===== config.mk =====
export PLATFORM = sky130hd
export DESIGN_NAME = grpx_irq_expander
export DESIGN_NICKNAME = d
export VERILOG_FILES = /design/src/rtl/grpx_pkg.sv /design/src/rtl/grpx_prio.sv /design/src/rtl/grpx_group.sv /design/src/rtl/grpx_regif.sv /design/src/rtl/grpx_irq_expander.sv
export SDC_FILE = /design/constraint.sdc
export NUM_CORES = 1
export LEC_CHECK = 0
export BUFFER_PORTS_ARGS = -buffer_cell sky130_fd_sc_hd__buf_4
export CORE_MARGIN = 1.5
export CORE_UTILIZATION = 30
export CTS_BUF_LIST = sky130_fd_sc_hd__clkbuf_16
export DETAILED_ROUTE_END_ITERATION = 10
export GPL_TIMING_DRIVEN = 0
export PLACE_DENSITY_LB_ADDON = 0.12
export SLEW_MARGIN = 20
export SYNTH_ARGS = -nofsm -noshare
export SYNTH_HDL_FRONTEND = slang
export SYNTH_SLANG_ARGS = --single-unit

===== constraint.sdc =====
create_clock -name clk -period 2.58 [get_ports clk]
set_input_delay 0.258 -clock clk [delete_from_list [all_inputs] [get_ports clk]]
set_output_delay 0.258 -clock clk [all_outputs]
set_load 0.005 [all_outputs]

===== src/rtl/grpx_pkg.sv =====
package grpx_pkg;

  // Register kind, taken from the top two address bits
  typedef enum logic [1:0] {
    KIND_FLAG = 2'b00,
    KIND_EN   = 2'b01,
    KIND_ACK  = 2'b10,
    KIND_NONE = 2'b11
  } reg_kind_e;

endpackage


===== src/rtl/grpx_prio.sv =====
// Lowest-index-first priority encoder
module grpx_prio #(
  parameter int W = 8,
  localparam int IW = (W > 1) ? $clog2(W) : 1
) (
  input  logic [W-1:0]  req_i,
  output logic          found_o,
  output logic [IW-1:0] idx_o
);

  always_comb begin
    found_o = 1'b0;
    idx_o   = '0;
    for (int i = W - 1; i >= 0; i--) begin
      if (req_i[i]) begin
        found_o = 1'b1;
        idx_o   = IW'(i);
      end
    end
  end

  // the index reported points at a requesting bit
  always_comb begin
    if (found_o) begin
      a_r6_winner_requests: assert (req_i[idx_o]);
    end
  end

endmodule


===== src/rtl/grpx_group.sv =====
// One group: flags, enables, in-flight latch, request pulse
module grpx_group #(
  parameter int SRC = 8,
  localparam int IW = (SRC > 1) ? $clog2(SRC) : 1
) (
  input  logic           clk,
  input  logic           rst_n,
  input  logic [SRC-1:0] src_i,
  input  logic           flag_we_i,
  input  logic           en_we_i,
  input  logic           ack_we_i,
  input  logic [SRC-1:0] wdata_i,
  input  logic           take_i,
  output logic [SRC-1:0] flag_o,
  output logic [SRC-1:0] en_o,
  output logic           ack_o,
  output logic           irq_o,
  output logic           win_found_o,
  output logic [IW-1:0]  win_idx_o
);

  logic [SRC-1:0] flag_q, flag_d;
  logic [SRC-1:0] en_q;
  logic           ack_q, ack_d;
  logic           irq_q;
  logic           fire;
  logic           win_found;
  logic [IW-1:0]  win_idx;

  grpx_prio #(.W(SRC)) u_prio (
    .req_i   (flag_q & en_q),
    .found_o (win_found),
    .idx_o   (win_idx)
  );

  assign fire = !ack_q && win_found;

  // next state
  always_comb begin
    flag_d = flag_q;
    if (flag_we_i) flag_d = wdata_i;
    if (take_i && win_found) flag_d[win_idx] = 1'b0;
    flag_d = flag_d | src_i;   // hardware set has last word

    ack_d = ack_q;
    if (ack_we_i && wdata_i[0]) ack_d = 1'b0;
    if (fire) ack_d = 1'b1;
  end

  // registers
  always_ff @(posedge clk or negedge rst_n) begin
    if (!rst_n) begin
      flag_q <= '0;
      en_q   <= '0;
      ack_q  <= 1'b0;
      irq_q  <= 1'b0;
    end else begin
      flag_q <= flag_d;
      if (en_we_i) en_q <= wdata_i;
      ack_q  <= ack_d;
      irq_q  <= fire;
    end
  end

  assign flag_o      = flag_q;
  assign en_o        = en_q;
  assign ack_o       = ack_q;
  assign irq_o       = irq_q;
  assign win_found_o = win_found;
  assign win_idx_o   = win_idx;

  // a pulse is always accompanied by the latch
  a_r4_pulse_sets_latch: assert property (@(posedge clk) disable iff (!rst_n)
    irq_q |-> ack_q);

  // a pulse lasts one cycle
  a_r4_single_cycle: assert property (@(posedge clk) disable iff (!rst_n)
    irq_q |=> !irq_q);

  // no pulse while the latch was held
  a_r5_latch_blocks: assert property (@(posedge clk) disable iff (!rst_n)
    $past(ack_q) |-> !irq_q);

  // a raised source is visible as a set flag
  a_r2_hw_set_lands: assert property (@(posedge clk) disable iff (!rst_n)
    ($past(src_i) != '0) |-> ((flag_q & $past(src_i)) == $past(src_i)));

endmodule


===== src/rtl/grpx_regif.sv =====
// Address decode and read mux
module grpx_regif #(
  parameter int NGRP = 12,
  parameter int SRC  = 8,
  localparam int GAW = (NGRP > 1) ? $clog2(NGRP) : 1,
  localparam int AW  = GAW + 2
) (
  input  logic                      we_i,
  input  logic [AW-1:0]             addr_i,
  input  logic [NGRP-1:0][SRC-1:0]  flag_i,
  input  logic [NGRP-1:0][SRC-1:0]  en_i,
  input  logic [NGRP-1:0]           ack_i,
  output logic [NGRP-1:0]           flag_we_o,
  output logic [NGRP-1:0]           en_we_o,
  output logic [NGRP-1:0]           ack_we_o,
  output logic [SRC-1:0]            rdata_o
);

  import grpx_pkg::*;

  reg_kind_e      kind;
  logic [GAW-1:0] grp;

  assign kind = reg_kind_e'(addr_i[AW-1 -: 2]);
  assign grp  = addr_i[GAW-1:0];

  always_comb begin
    flag_we_o = '0;
    en_we_o   = '0;
    ack_we_o  = '0;
    rdata_o   = '0;
    for (int g = 0; g < NGRP; g++) begin
      if (grp == GAW'(g)) begin
        unique case (kind)
          KIND_FLAG: begin
            flag_we_o[g] = we_i;
            rdata_o      = flag_i[g];
          end
          KIND_EN: begin
            en_we_o[g] = we_i;
            rdata_o    = en_i[g];
          end
          KIND_ACK: begin
            ack_we_o[g] = we_i;
            rdata_o     = SRC'(ack_i[g]);
          end
          default: rdata_o = '0;
        endcase
      end
    end
  end

  // at most one register written per access
  always_comb begin
    a_r8_one_target: assert ($countones({flag_we_o, en_we_o, ack_we_o}) <= 1);
  end

endmodule


===== src/rtl/grpx_irq_expander.sv =====
module grpx_irq_expander #(
  parameter int NGRP    = 12,
  parameter int SRC     = 8,
  parameter int NDIRECT = 4,
  localparam int GAW = (NGRP > 1) ? $clog2(NGRP) : 1,
  localparam int AW  = GAW + 2,
  localparam int IW  = (SRC > 1) ? $clog2(SRC) : 1
) (
  input  logic                  clk,
  input  logic                  rst_n,
  input  logic [NGRP*SRC-1:0]   src_req,
  input  logic [NDIRECT-1:0]    direct_req,
  input  logic                  reg_we,
  input  logic [AW-1:0]         reg_addr,
  input  logic [SRC-1:0]        reg_wdata,
  output logic [SRC-1:0]        reg_rdata,
  input  logic                  cpu_ack_valid,
  input  logic [GAW-1:0]        cpu_ack_grp,
  output logic                  ack_hit,
  output logic [IW-1:0]         ack_idx,
  output logic [NGRP-1:0]       cpu_irq,
  output logic [NDIRECT-1:0]    cpu_direct
);

  logic [NGRP-1:0][SRC-1:0] flag_all, en_all;
  logic [NGRP-1:0]          ack_all, flag_we, en_we, ack_we, take;
  logic [NGRP-1:0]          win_found;
  logic [NGRP-1:0][IW-1:0]  win_idx;
  logic                     hit_d, hit_q;
  logic [IW-1:0]            idx_d, idx_q;

  grpx_regif #(.NGRP(NGRP), .SRC(SRC)) u_regif (
    .we_i      (reg_we),
    .addr_i    (reg_addr),
    .flag_i    (flag_all),
    .en_i      (en_all),
    .ack_i     (ack_all),
    .flag_we_o (flag_we),
    .en_we_o   (en_we),
    .ack_we_o  (ack_we),
    .rdata_o   (reg_rdata)
  );

  for (genvar g = 0; g < NGRP; g++) begin : g_grp
    assign take[g] = cpu_ack_valid && (cpu_ack_grp == GAW'(g));

    grpx_group #(.SRC(SRC)) u_grp (
      .clk         (clk),
      .rst_n       (rst_n),
      .src_i       (src_req[g*SRC +: SRC]),
      .flag_we_i   (flag_we[g]),
      .en_we_i     (en_we[g]),
      .ack_we_i    (ack_we[g]),
      .wdata_i     (reg_wdata),
      .take_i      (take[g]),
      .flag_o      (flag_all[g]),
      .en_o        (en_all[g]),
      .ack_o       (ack_all[g]),
      .irq_o       (cpu_irq[g]),
      .win_found_o (win_found[g]),
      .win_idx_o   (win_idx[g])
    );
  end

  // acknowledge response: next state
  always_comb begin
    hit_d = 1'b0;
    idx_d = '0;
    for (int g = 0; g < NGRP; g++) begin
      if (take[g]) begin
        hit_d = win_found[g];
        idx_d = win_idx[g];
      end
    end
  end

  always_ff @(posedge clk or negedge rst_n) begin
    if (!rst_n) begin
      hit_q <= 1'b0;
      idx_q <= '0;
    end else begin
      hit_q <= hit_d;
      if (cpu_ack_valid) idx_q <= idx_d;
    end
  end

  assign ack_hit    = hit_q;
  assign ack_idx    = idx_q;
  assign cpu_direct = direct_req;

  // a hit needs an acknowledge in the previous cycle
  a_r6_hit_follows_ack: assert property (@(posedge clk) disable iff (!rst_n)
    hit_q |-> $past(cpu_ack_valid));

endmodule


==> impl_summary.log, run 1 <==
INFO  metric drt_via_density = 5.600
INFO  metric timing.max_cap.violations = 0
INFO  metric final_cells = about 2.2k
INFO  metric flow.area_growth_from_synthesis = 29.99%
INFO  metric worstHoldPathType = primary input to flop
INFO  metric setup_viol = 1
INFO  metric path_clk_slew = ~60 ps
INFO  metric pwr-share-comb = 0.247
INFO  metric skew = about 15 ps
INFO  metric post-route-drc-count = 0
INFO  metric number_of_antenna_violations_at_the_first_check_in_global_routing = 4
INFO  metric crit_path_start_kind = flop
INFO  metric detailroute.via_count = 12.58k
INFO  metric layout.cell_area.non_filler = about 18000 sq um
INFO  metric htree_num_levels = 1
INFO  metric worst-endpoint-required = 2320 ps
INFO  metric synth.area.top_cells = sky130_fd_sc_hd__dfrtp_1 41%, sky130_fd_sc_hd__mux2i_1 11%, sky130_fd_sc_hd__mux2_2 8.6%
INFO  metric fmaxAchievable = 378.0 MHz
INFO  metric die-area = roughly 46000 sq um
INFO  metric core.rowCount = between 70 and 80
INFO  metric switching_share = 0.3247
INFO  metric grt_setup_unrepaired = true
INFO  metric dpl-instance-area = 15370 sq um
INFO  metric seqPwrFrac = 0.384
INFO  metric clock_tree_from_tritoncts = built
INFO  metric final_hold_viol_count = 0
INFO  metric detail_route.first_pass.iterations = 7
INFO  metric ant_nets = 0
INFO  metric crit_path_max_fanout = 4
INFO  metric drive_gt1_frac = 0.2841
INFO  metric crit_slowest_cell = sky130_fd_sc_hd__mux4_2
INFO  metric synthesis.area = 13520 sq um
INFO  metric routed-wl-met2 = about 27000 um
INFO  metric avg_inst_size_synth = between 9 and 10 sq um
INFO  metric clock_sinks = 220
INFO  metric maxUsedRoutingLayer = met4
INFO  metric worst_slew_margin_relative_to_its_limit = 0.1841
INFO  metric pwr-share-clk = 0.368
INFO  metric synth.lib_cells_used.distinct = 79
INFO  metric yosys_warnings = 0
INFO  metric die_y = between 200 and 250 um
INFO  metric outcome = complete, but fails checks
INFO  metric clock_insertion_delay_worst_skew = ~560 ps
INFO  metric proportion_of_netlist_area_held_by_the_largest_area_contributor = 0.4073
INFO  metric postSynth.topFlopCell = sky130_fd_sc_hd__dfrtp_1
INFO  metric synth_most_common_cell = sky130_fd_sc_hd__dfrtp_1
INFO  metric post-layout-total-power = 10220 uW
INFO  metric dp.cells = approximately 2.1k
INFO  metric edff_count_synth = 0
INFO  metric synth_top_cells_by_count = 220 x sky130_fd_sc_hd__dfrtp_1, 149 x sky130_fd_sc_hd__nand2_1, 144 x sky130_fd_sc_hd__mux2i_1
INFO  metric wire_per_inst = ~27 um
INFO  metric list_of_cells_traversed_by_the_critical_path = mux4_2 > a22oi_2 > o32ai_2 > a21oi_2 > o21ai_2 > buf_4
INFO  metric final_min_period_over_clock_period = 1.025
INFO  metric place_congestion = just under 1
INFO  metric post_synth_inst_count = approximately 1.4k
INFO  metric ioPinCount = 150
INFO  metric drt_first_iter_violations = about 1.2k
INFO  metric cell_internal_pwr = ~6900 uW
INFO  metric initial_core_util = 0.3050
INFO  metric failed_checks = setup timing
INFO  metric core = around 44000 sq um
INFO  metric pins_over_their_slew_limit = 0
INFO  metric irDropWorstVdd = between 0.0004 and 0.0005 V
INFO  metric clock_path_buffers = 3
INFO  metric global_route.overflow_total = 0
INFO  metric fin_nets = around 1.8k
INFO  metric grt_start_max_net_pins = 90
INFO  metric syn-num-nets = ~1.5k
INFO  metric switching_power = ~3300 uW
INFO  metric totalWireLength = about 60000 um
INFO  metric cp_data_arrival_time = about 2400 ps
INFO  metric postSynth.asyncResetShare = 1.000
INFO  metric number_of_synthesized_register_bits = 220
INFO  metric cts_root_buffer = sky130_fd_sc_hd__clkbuf_16
INFO  metric timing.setup.tns = -65.23 ps
INFO  metric first_global_vias = between 10k and 15k
INFO  metric first_pass_grt_wire_length = 87950 um
INFO  metric power.density = approximately 580 nW/um^2
INFO  metric yosysTopAreaCell = sky130_fd_sc_hd__dfrtp_1
INFO  metric drt-met1-wl = between 20000 and 30000 um
INFO  metric yosysSeqAreaShare = 0.4073
INFO  metric die_w = between 200 and 250 um
INFO  metric tritoncts.num_buffers = 28
INFO  metric detailedPlacementHpwl = 44850 um
INFO  metric power_leakage = about 0.0079 uW
INFO  metric setup.worst_path.end_class = output port
INFO  metric io_buffers = 139
INFO  metric timing.critical_path.slowest_cell_delay = approximately 500 ps
INFO  metric dr_wl_met3 = approximately 3700 um
INFO  metric crit_path_kind = flop to output port
INFO  metric finalWorstPathRequiredPeriod = ~2600 ps
INFO  metric grt.total_usage = 0.2605
INFO  metric tightest_slew = 1211 ps
INFO  metric fin_ws = -65.23 ps
==> worst max-delay path: cells and delay by family, from the launching register on <==
kind	cells	cell delay [ps]
compound gates	4	750
mux	1	500
flops	1	440
buf+inv	1	140
==> cells in the final DEF (no fill, tap or decap), types with 19 or more instances in the layout <==
master                          netlist  final
sky130_fd_sc_hd__nand3_1             29     29
sky130_fd_sc_hd__dlygate4sd3_1        0     99
sky130_fd_sc_hd__clkbuf_1            28     19
sky130_fd_sc_hd__buf_4               23    163
sky130_fd_sc_hd__nor2_1             102    100
sky130_fd_sc_hd__nor3_1              26     23
sky130_fd_sc_hd__clkbuf_16            0     29
sky130_fd_sc_hd__o21ai_0             41     34
sky130_fd_sc_hd__mux2i_1            144    133
sky130_fd_sc_hd__dfrtp_1            220    218
sky130_fd_sc_hd__nand2_1            149    149
sky130_fd_sc_hd__or2_2               34     34
sky130_fd_sc_hd__o21bai_1            62     62
sky130_fd_sc_hd__a22oi_1             38     34
sky130_fd_sc_hd__o22ai_1             21     20
sky130_fd_sc_hd__mux2_2             103    103
sky130_fd_sc_hd__a31oi_1             26     25
sky130_fd_sc_hd__a21oi_1             80     76
==> sequential cells by signal, indices dropped and copies added (netlist names) <==
name / flops
g_grp.u_grp.en_o: 96
ack_idx: 3
g_grp.u_grp.flag_o: 96
g_grp.u_grp.irq_o: 12
ack_hit: 1
g_grp.u_grp.ack_o: 12
==> cells by family (layout without fill, tap and decap cells) <==
kind of cell / count (synthesis) / after routing / synth area share
other: 0 / 3 / 0
multiplexers: 264 / 264 / 0.2200
AND/OR/NAND/NOR: 448 / 448 / 0.1676
AO/OA/AOI/OAI: 346 / 346 / 0.1727
flip-flops: 220 / 220 / 0.4073
buffers and inverters: 79 / 373 / 0.03240
==> power groups by stage <==
stage	Sequential, uW	Combinational (uW)	Clock, uW
floorplan	3900	1350	0
global placement	3970	2280	0
detailed placement	3980	2300	0
CTS	3920	2480	3840
global route	3960	2700	3970
finish	3930	2530	3760
==> per-stage QoR <==
step	util	setup slack [ps]	hold slack, ps
after floorplan	-	696.2	-37.59
final	0.3964	-65.23	47.70
after global placement	0.3452	-873.6	439.9
after global routing	0.3962	-65.75	34.87
after detailed placement	0.3468	-862.5	245.2
after CTS	0.3944	-68.17	21.75
==> path summary, 6_finish.rpt <==
check	from	endpoint	slack [ps]	cells past startpoint
setup / recovery	g_grp[3].u_grp.flag_o[7]$_DFF_PN0_	reg_rdata[7]	-70	6
hold / removal	reg_wdata[0]	g_grp[11].u_grp.en_o[0]$_DFFE_PN0P_	50	2
setup reg to reg	g_grp[10].u_grp.flag_o[7]$_DFF_PN0_	ack_idx[2]$_DFFE_PN0P_	80	6
hold reg to reg	g_grp[4].u_grp.ack_o$_DFFE_PN0P_	g_grp[4].u_grp.ack_o$_DFFE_PN0P_	510	1
max in group asynchronous	rst_n	g_grp[10].u_grp.en_o[0]$_DFFE_PN0P_	1480	3
min in group asynchronous	rst_n	g_grp[3].u_grp.flag_o[5]$_DFF_PN0_	240	2
==> timing repair <==
action                                  4_1_cts  5_1_grt
endpoints found under the setup margin        8        7
hold endpoints to repair                    158        0
buffers inserted                              4        2
pin swaps                                     9        8
resized for setup                            65       17
hold buffers                                 99        0
gates cloned                                  0        0
==> area by class of cell <==
class                   instances  area (sq um)
diodes                          3         7.507
plain buffers                  72         511.7
clock buffers                  29         725.7
clock inverters                19         130.1
fillers                      4494         26750
inverters                       7         26.28
multi-input cells            1058          7776
flip-flops and latches        220          5508
well taps                     592         740.7
repair buffers                246          2142
==> metal layers <==
layer  up-vias  global-route usage
met2       527              0.3982
li1       5591                   -
met1      6359              0.3803
met4         0             0.09184
met3       101             0.02732
met5         -                   0
(Power assumes the default switching activity.)
==> run 2: changes to the inputs <==
- CELL_PAD_IN_SITES_DETAIL_PLACEMENT: unset -> 1
- CELL_PAD_IN_SITES_GLOBAL_PLACEMENT: unset -> 2
- SETUP_SLACK_MARGIN: unset -> 0.05
==> impl_summary.log, run 2 (synthesized netlist as in run 1, its figures left out) <==
INFO  metric outcome = complete, but fails checks
INFO  metric timing.setup.tns = -84.94 ps (-19.71 ps)
INFO  metric htree_num_levels = 1 (unchanged)
INFO  metric clock_path_buffers = 3 (unchanged)
INFO  metric grt_start_max_net_pins = 72 (-20%)
INFO  metric failed_checks = setup timing
INFO  metric cp_data_arrival_time = 2380 ps (about the same)
INFO  metric setup_viol = 2 (+1)
INFO  metric worst_slew_margin_relative_to_its_limit = 0.1850 (+0.0009310)
INFO  metric post-route-drc-count = 0 (unchanged)
INFO  metric drt_first_iter_violations = 917 (-25%)
INFO  metric number_of_antenna_violations_at_the_first_check_in_global_routing = 1 (-3)
INFO  metric crit_path_kind = flop to output port
INFO  metric detailroute.via_count = 12.62k (+0.34%)
INFO  metric totalWireLength = 64890 um (+6.8%)
INFO  metric fin_nets = 1766 (+0.63%)
INFO  metric final_min_period_over_clock_period = 1.023 (-0.002452)
INFO  metric grt.total_usage = 0.2799 (+0.01935)
INFO  metric ant_nets = 0 (unchanged)
INFO  metric detail_route.first_pass.iterations = 7 (unchanged)
INFO  metric worstHoldPathType = primary input to flop
INFO  metric cts_root_buffer = sky130_fd_sc_hd__clkbuf_16
INFO  metric dp.cells = 2091 (+0.048%)
INFO  metric worst-endpoint-required = 2320 ps (about the same)
INFO  metric timing.critical_path.slowest_cell_delay = 500 ps (about the same)
INFO  metric tightest_slew = 1222 ps (+11.40 ps)
INFO  metric crit_path_start_kind = flop
INFO  metric finalWorstPathRequiredPeriod = 2639 ps (-6.327 ps)
INFO  metric grt_setup_unrepaired = true
INFO  metric clock_tree_from_tritoncts = built
INFO  metric global_route.overflow_total = 0 (unchanged)
INFO  metric mostFrequentLayoutCells = 214 x sky130_fd_sc_hd__dfrtp_1, 173 x sky130_fd_sc_hd__buf_4, 149 x sky130_fd_sc_hd__nand2_1, 132 x sky130_fd_sc_hd__mux2i_1, 103 x sky130_fd_sc_hd__mux2_2
INFO  metric final_cells = 2258 (+0.53%)
INFO  metric most_common_cell_after_layout_fill_and_taps_aside = sky130_fd_sc_hd__dfrtp_1
INFO  metric power_leakage = 0.007942 uW (+1.1%)
INFO  metric preCtsSetupSlack = -881.5 ps (-18.95 ps)
INFO  metric list_of_cells_traversed_by_the_critical_path = mux4_2 > a22oi_2 > o32ai_1 > a21oi_2 > o21ai_2 > buf_4
INFO  metric clock_insertion_delay_worst_skew = 570 ps (about the same)
INFO  metric first_pass_grt_wire_length = 93920 um (+6.8%)
INFO  metric fmaxAchievable = 378.9 MHz (+0.24%)
INFO  metric tritoncts.num_buffers = 29 (+3.6%)
INFO  metric flow.area_growth_from_synthesis = 30.77%
INFO  metric crit_slowest_cell = sky130_fd_sc_hd__mux4_2
INFO  metric timing.max_cap.violations = 0 (unchanged)
INFO  metric postLayoutCoreUtil = 0.3988 (+0.002400)
INFO  metric final_hold_viol_count = 0 (unchanged)
INFO  metric power.density = 579.0 nW/um^2 (-0.50%)
INFO  metric pins_over_their_slew_limit = 0 (unchanged)
INFO  metric core.rowCount = 77 (unchanged)
INFO  metric fin_ws = -58.90 ps (+6.327 ps)
INFO  metric path_clk_slew = 60 ps (about the same)
INFO  metric first_global_vias = 13.32k (+8.2%)
INFO  metric place_congestion = 0.9318 (-3.0%)
INFO  metric skew = 14.87 ps (-0.5911 ps)
INFO  metric multi_input_gate_area_in_the_final_layout = 7805 sq um (+0.37%)
INFO  metric ioPinCount = 150 (unchanged)
INFO  metric core = 44320 sq um (unchanged)
INFO  metric setup.worst_path.end_class = output port
INFO  metric die_y = 215.3 um (unchanged)
INFO  metric regArea = 5513 sq um (about the same)
INFO  metric layout.filler_cells = 5022 (+12%)
INFO  metric irDropWorstVdd = 0.0004134 V (+0.23%)
INFO  metric crit_path_max_fanout = 2 (-2)
INFO  metric clock_sinks = 220 (unchanged)
INFO  metric die-area = 46330 sq um (unchanged)
INFO  metric drt_via_density = 5.589 (-0.19%)
INFO  metric wire_per_inst = 28.74 um (+6.2%)
INFO  metric detailedPlacementHpwl = 48130 um (+7.3%)
INFO  metric drive_gt1_frac = 0.2961 (+0.01203)
INFO  metric die_w = 215.3 um (unchanged)
INFO  metric initial_core_util = 0.3050 (unchanged)
INFO  metric io_buffers = 139 (unchanged)
[run 2: changes by cell type in the layout (fill, tap and decap cells not counted), sizes merged]
cell,previous run,this run
clkinvlp,1,0
diode,3,1
buf,190,200
inv,11,18
bufinv,2,0
[run 2: where the power goes]
part           internal (uW)  leakage (uW)  switching (uW)
registers               3680       0.00244             250
clock network           2010      0.000454            1650
logic                   1050       0.00505            1590
total                   6740       0.00794            3490
[run 2: timing repair]
action	CTS	global route
setup endpoints to repair	8	11
hold endpoints to repair	189	0
gates resized for setup	80	15
hold buffers	99	0
pin swaps	11	7
buffers inserted	9	6
[run 2: critical path: cells and delay by family, from the launching register on]
kind            cells  cell delay [ps]
compound gates      4              730
buf+inv             1              140
flops               1              440
mux                 1              500
[run 2: cell type report]
class / count / area share
clock inverter: 23 / 0.005663
antenna: 1 / 0.0001416
multi-input combinational: 1058 / 0.4416
inverter: 7 / 0.001487
clock buffer: 29 / 0.04106
tap: 592 / 0.04191
timing repair buffer: 256 / 0.1266
sequential: 220 / 0.3119
buffer: 72 / 0.02966
[run 2: path summary, 6_finish.rpt]
kind	cells past startpoint	to	slack (ps)	start
max reg2reg	7	ack_hit$_DFF_PN0_	120	g_grp[3].u_grp.flag_o[4]$_DFF_PN0_
min in group asynchronous	2	g_grp[0].u_grp.flag_o[4]$_DFF_PN0_	170	rst_n
min reg2reg	1	g_grp[2].u_grp.irq_o$_DFF_PN0_	510	g_grp[2].u_grp.ack_o$_DFFE_PN0P_
max in group asynchronous	5	g_grp[11].u_grp.flag_o[7]$_DFF_PN0_	1050	rst_n
max	6	reg_rdata[7]	-60	g_grp[3].u_grp.flag_o[7]$_DFF_PN0_
min	2	g_grp[11].u_grp.en_o[0]$_DFFE_PN0P_	40	reg_wdata[0]
[run 2: stage by stage]
stage	hold slack [ps]	power, uW	area [sq um]
final	38.44	10230	17670
after floorplan	-37.59	5249	13520
after CTS	14.55	10230	17570
after global routing	14.22	10630	17670
after detailed placement	168.9	6359	15400
after global placement	438.8	6307	15300
[run 2: routing by layer]
layer  global-route usage  routed length [um]  vias to the layer above
met5                    0                   0                        -
met4              0.08228                2077                        0
met3              0.05379                3784                       95
met2               0.4326               29070                      402
met1               0.3956               29960                     6519
li1                     -                   -                     5605
==> run 3: changes to the inputs <==
- CELL_PAD_IN_SITES_DETAIL_PLACEMENT: 1 -> unset
- CELL_PAD_IN_SITES_GLOBAL_PLACEMENT: 2 -> unset
==> impl_summary.log, run 3 (synthesized netlist as in run 1, its figures left out) <==
INFO  metric htree_num_levels = 1 (unchanged)
INFO  metric place_congestion = 0.9609 (+3.1%)
INFO  metric preCtsSetupSlack = -862.5 ps (+18.95 ps)
INFO  metric seqPwrFrac = 0.384 (about the same)
INFO  metric final_hold_viol_count = 0 (unchanged)
INFO  metric number_of_antenna_violations_at_the_first_check_in_global_routing = 3 (+2)
INFO  metric switching_power = 3322 uW (-4.9%)
INFO  metric clock_tree_from_tritoncts = built
INFO  metric clock_path_buffers = 3 (unchanged)
INFO  metric cts_root_buffer = sky130_fd_sc_hd__clkbuf_16
INFO  metric finalWorstPathRequiredPeriod = 2618 ps (-20.76 ps)
INFO  metric irDropWorstVdd = 0.0004226 V (+2.2%)
INFO  metric first_pass_grt_wire_length = 87970 um (-6.3%)
INFO  metric switching_share = 0.3249 (-0.01629)
INFO  metric worst_slew_margin_relative_to_its_limit = 0.1748 (-0.01023)
INFO  metric setup.worst_path.end_class = output port
INFO  metric fin_ws = -38.14 ps (+20.76 ps)
INFO  metric cell_internal_pwr = 6903 uW (+2.4%)
INFO  metric detailroute.via_count = 12.54k (-0.68%)
INFO  metric post-layout-total-power = 10230 uW (about the same)
INFO  metric clock_sinks = 220 (unchanged)
INFO  metric drive_gt1_frac = 0.2861 (-0.009950)
INFO  metric final_cells = 2248 (-0.44%)
INFO  metric core = 44320 sq um (unchanged)
INFO  metric tightest_slew = 1225 ps (+2.406 ps)
INFO  metric core.rowCount = 77 (unchanged)
INFO  metric post-route-drc-count = 0 (unchanged)
INFO  metric die_w = 215.3 um (unchanged)
INFO  metric hp-start = cpu_ack_valid
INFO  metric power.density = 581.5 nW/um^2 (+0.42%)
INFO  metric flow.area_growth_from_synthesis = 30.11%
INFO  metric drt_first_iter_violations = 1171 (+28%)
INFO  metric fin_nets = 1757 (-0.51%)
INFO  metric detailedPlacementHpwl = 44850 um (-6.8%)
INFO  metric cp_data_arrival_time = 2360 ps (-20 ps)
INFO  metric pwr-share-comb = 0.248 (-0.010)
INFO  metric drt_via_density = 5.576 (-0.24%)
INFO  metric final_min_period_over_clock_period = 1.015 (-0.008047)
INFO  metric outcome = complete, but fails checks
INFO  metric initial_core_util = 0.3050 (unchanged)
INFO  metric fmaxAchievable = 382.0 MHz (+0.79%)
INFO  metric global_route.overflow_total = 0 (unchanged)
INFO  metric crit_path_kind = flop to output port
INFO  metric crit_path_max_fanout = 4 (+2)
INFO  metric crit_path_start_kind = flop
INFO  metric skew = 19.04 ps (+4.173 ps)
INFO  metric grt.total_usage = 0.2603 (-0.01962)
INFO  metric grt_start_max_net_pins = 90 (+25%)
INFO  metric io_buffers = 139 (unchanged)
INFO  metric most_common_cell_after_layout_fill_and_taps_aside = sky130_fd_sc_hd__dfrtp_1
INFO  metric detail_route.first_pass.iterations = 5 (-2)
INFO  metric timing.max_cap.violations = 0 (unchanged)
INFO  metric grt_setup_unrepaired = true
INFO  metric worst-endpoint-required = 2320 ps (about the same)
INFO  metric first_global_vias = 12.34k (-7.3%)
INFO  metric power_leakage = 0.007875 uW (-0.84%)
INFO  metric failed_checks = setup timing
INFO  metric tritoncts.num_buffers = 28 (-3.4%)
INFO  metric timing.critical_path.from = g_grp[3].u_grp.flag_o[7]$_DFF_PN0_
INFO  metric dp.cells = 2090 (-0.048%)
INFO  metric reg2reg_from = g_grp[10].u_grp.en_o[7]$_DFFE_PN0P_
INFO  metric ioPinCount = 150 (unchanged)
INFO  metric postLayoutCoreUtil = 0.3968 (-0.002004)
INFO  metric die-area = 46330 sq um (unchanged)
INFO  metric mostFrequentLayoutCells = 218 x sky130_fd_sc_hd__dfrtp_1, 165 x sky130_fd_sc_hd__buf_4, 149 x sky130_fd_sc_hd__nand2_1, 134 x sky130_fd_sc_hd__mux2i_1, 103 x sky130_fd_sc_hd__mux2_2
INFO  metric pwr-share-clk = 0.368 (+0.010)
INFO  metric totalWireLength = 60800 um (-6.3%)
INFO  metric setup_viol = 1 (-1)
INFO  metric ant_nets = 0 (unchanged)
INFO  metric path_clk_slew = 60 ps (about the same)
INFO  metric fin_hold_ws = 40.90 ps (+2.464 ps)
INFO  metric die_y = 215.3 um (unchanged)
INFO  metric wire_per_inst = 27.05 um (-5.9%)
INFO  metric worstHoldPathType = primary input to flop
INFO  metric pins_over_their_slew_limit = 0 (unchanged)
INFO  metric clock_insertion_delay_worst_skew = 570 ps (about the same)
## run 3: cell count changes in the layout (fill, tap and decap cells not counted), sizes merged
cell / change
bufinv: +2
inv: -7
clkinvlp: +1
buf: -8
diode: +2
## run 3: final timing paths
check	to	slack [ps]	cells after the start
worst max-delay path	reg_rdata[7]	-40	6
worst min-delay path	ack_idx[1]$_DFFE_PN0P_	40	3
worst max register to register	ack_idx[2]$_DFFE_PN0P_	100	6
worst min register to register	g_grp[4].u_grp.ack_o$_DFFE_PN0P_	510	1
max in group asynchronous	g_grp[9].u_grp.flag_o[4]$_DFF_PN0_	1500	3
min in group asynchronous	g_grp[3].u_grp.flag_o[7]$_DFF_PN0_	250	2
## run 3: per-layer routing
metal	global-route usage	up-vias	wire length, um
li1	-	5604	-
met3	0.02703	89	3555
met5	0	-	0
met4	0.09044	0	2204
met1	0.3795	6378	28260
met2	0.3990	464	26780
## run 3: through the flow
stage / instance area (sq um) / setup TNS, ps
2_1_floorplan: 13520 / 0
3_3_place_gp: 15300 / -158060
3_5_place_dp: 15370 / -5044
4_1_cts: 17510 / -137.4
5_1_grt: 17580 / -124.7
6_report: 17590 / -38.14
## run 3: worst max-delay path, stage by stage (launching register included)
cell and delay [ps]:
sky130_fd_sc_hd__dfrtp_2 450, sky130_fd_sc_hd__mux4_2 490, sky130_fd_sc_hd__a22oi_2 250, sky130_fd_sc_hd__o32ai_2 130, sky130_fd_sc_hd__a21oi_2 250, sky130_fd_sc_hd__o21ai_2 90, sky130_fd_sc_hd__buf_4 140
## run 3: power groups by stage
stage	logic (uW)	clock network, uW	registers (uW)
2_1_floorplan	1350	0	3900
3_3_place_gp	2280	0	3970
3_5_place_dp	2300	0	3980
4_1_cts	2490	3840	3920
5_1_grt	2700	3970	3960
6_report	2540	3760	3930
## run 3: area by class of cell
type | instances | area, sq um
sequential | 220 | 5508
antenna | 3 | 7.507
inverter | 7 | 26.28
buffer | 72 | 504.2
fill | 4492 | 26730
clock buffer | 29 | 725.7
timing repair buffer | 248 | 2157
multi-input combinational | 1058 | 7786
tap | 592 | 740.7
clock inverter | 19 | 130.1
## run 3: what timing repair did
| item | in CTS | in global routing |
|---|---|---|
| endpoints found under the setup margin | 8 | 8 |
| buffers inserted | 7 | 1 |
| pin swaps | 11 | 9 |
| resized for setup | 65 | 19 |
| hold buffers | 99 | 0 |
| endpoints found under the hold margin | 158 | 0 |
| gates cloned | 0 | 0 |
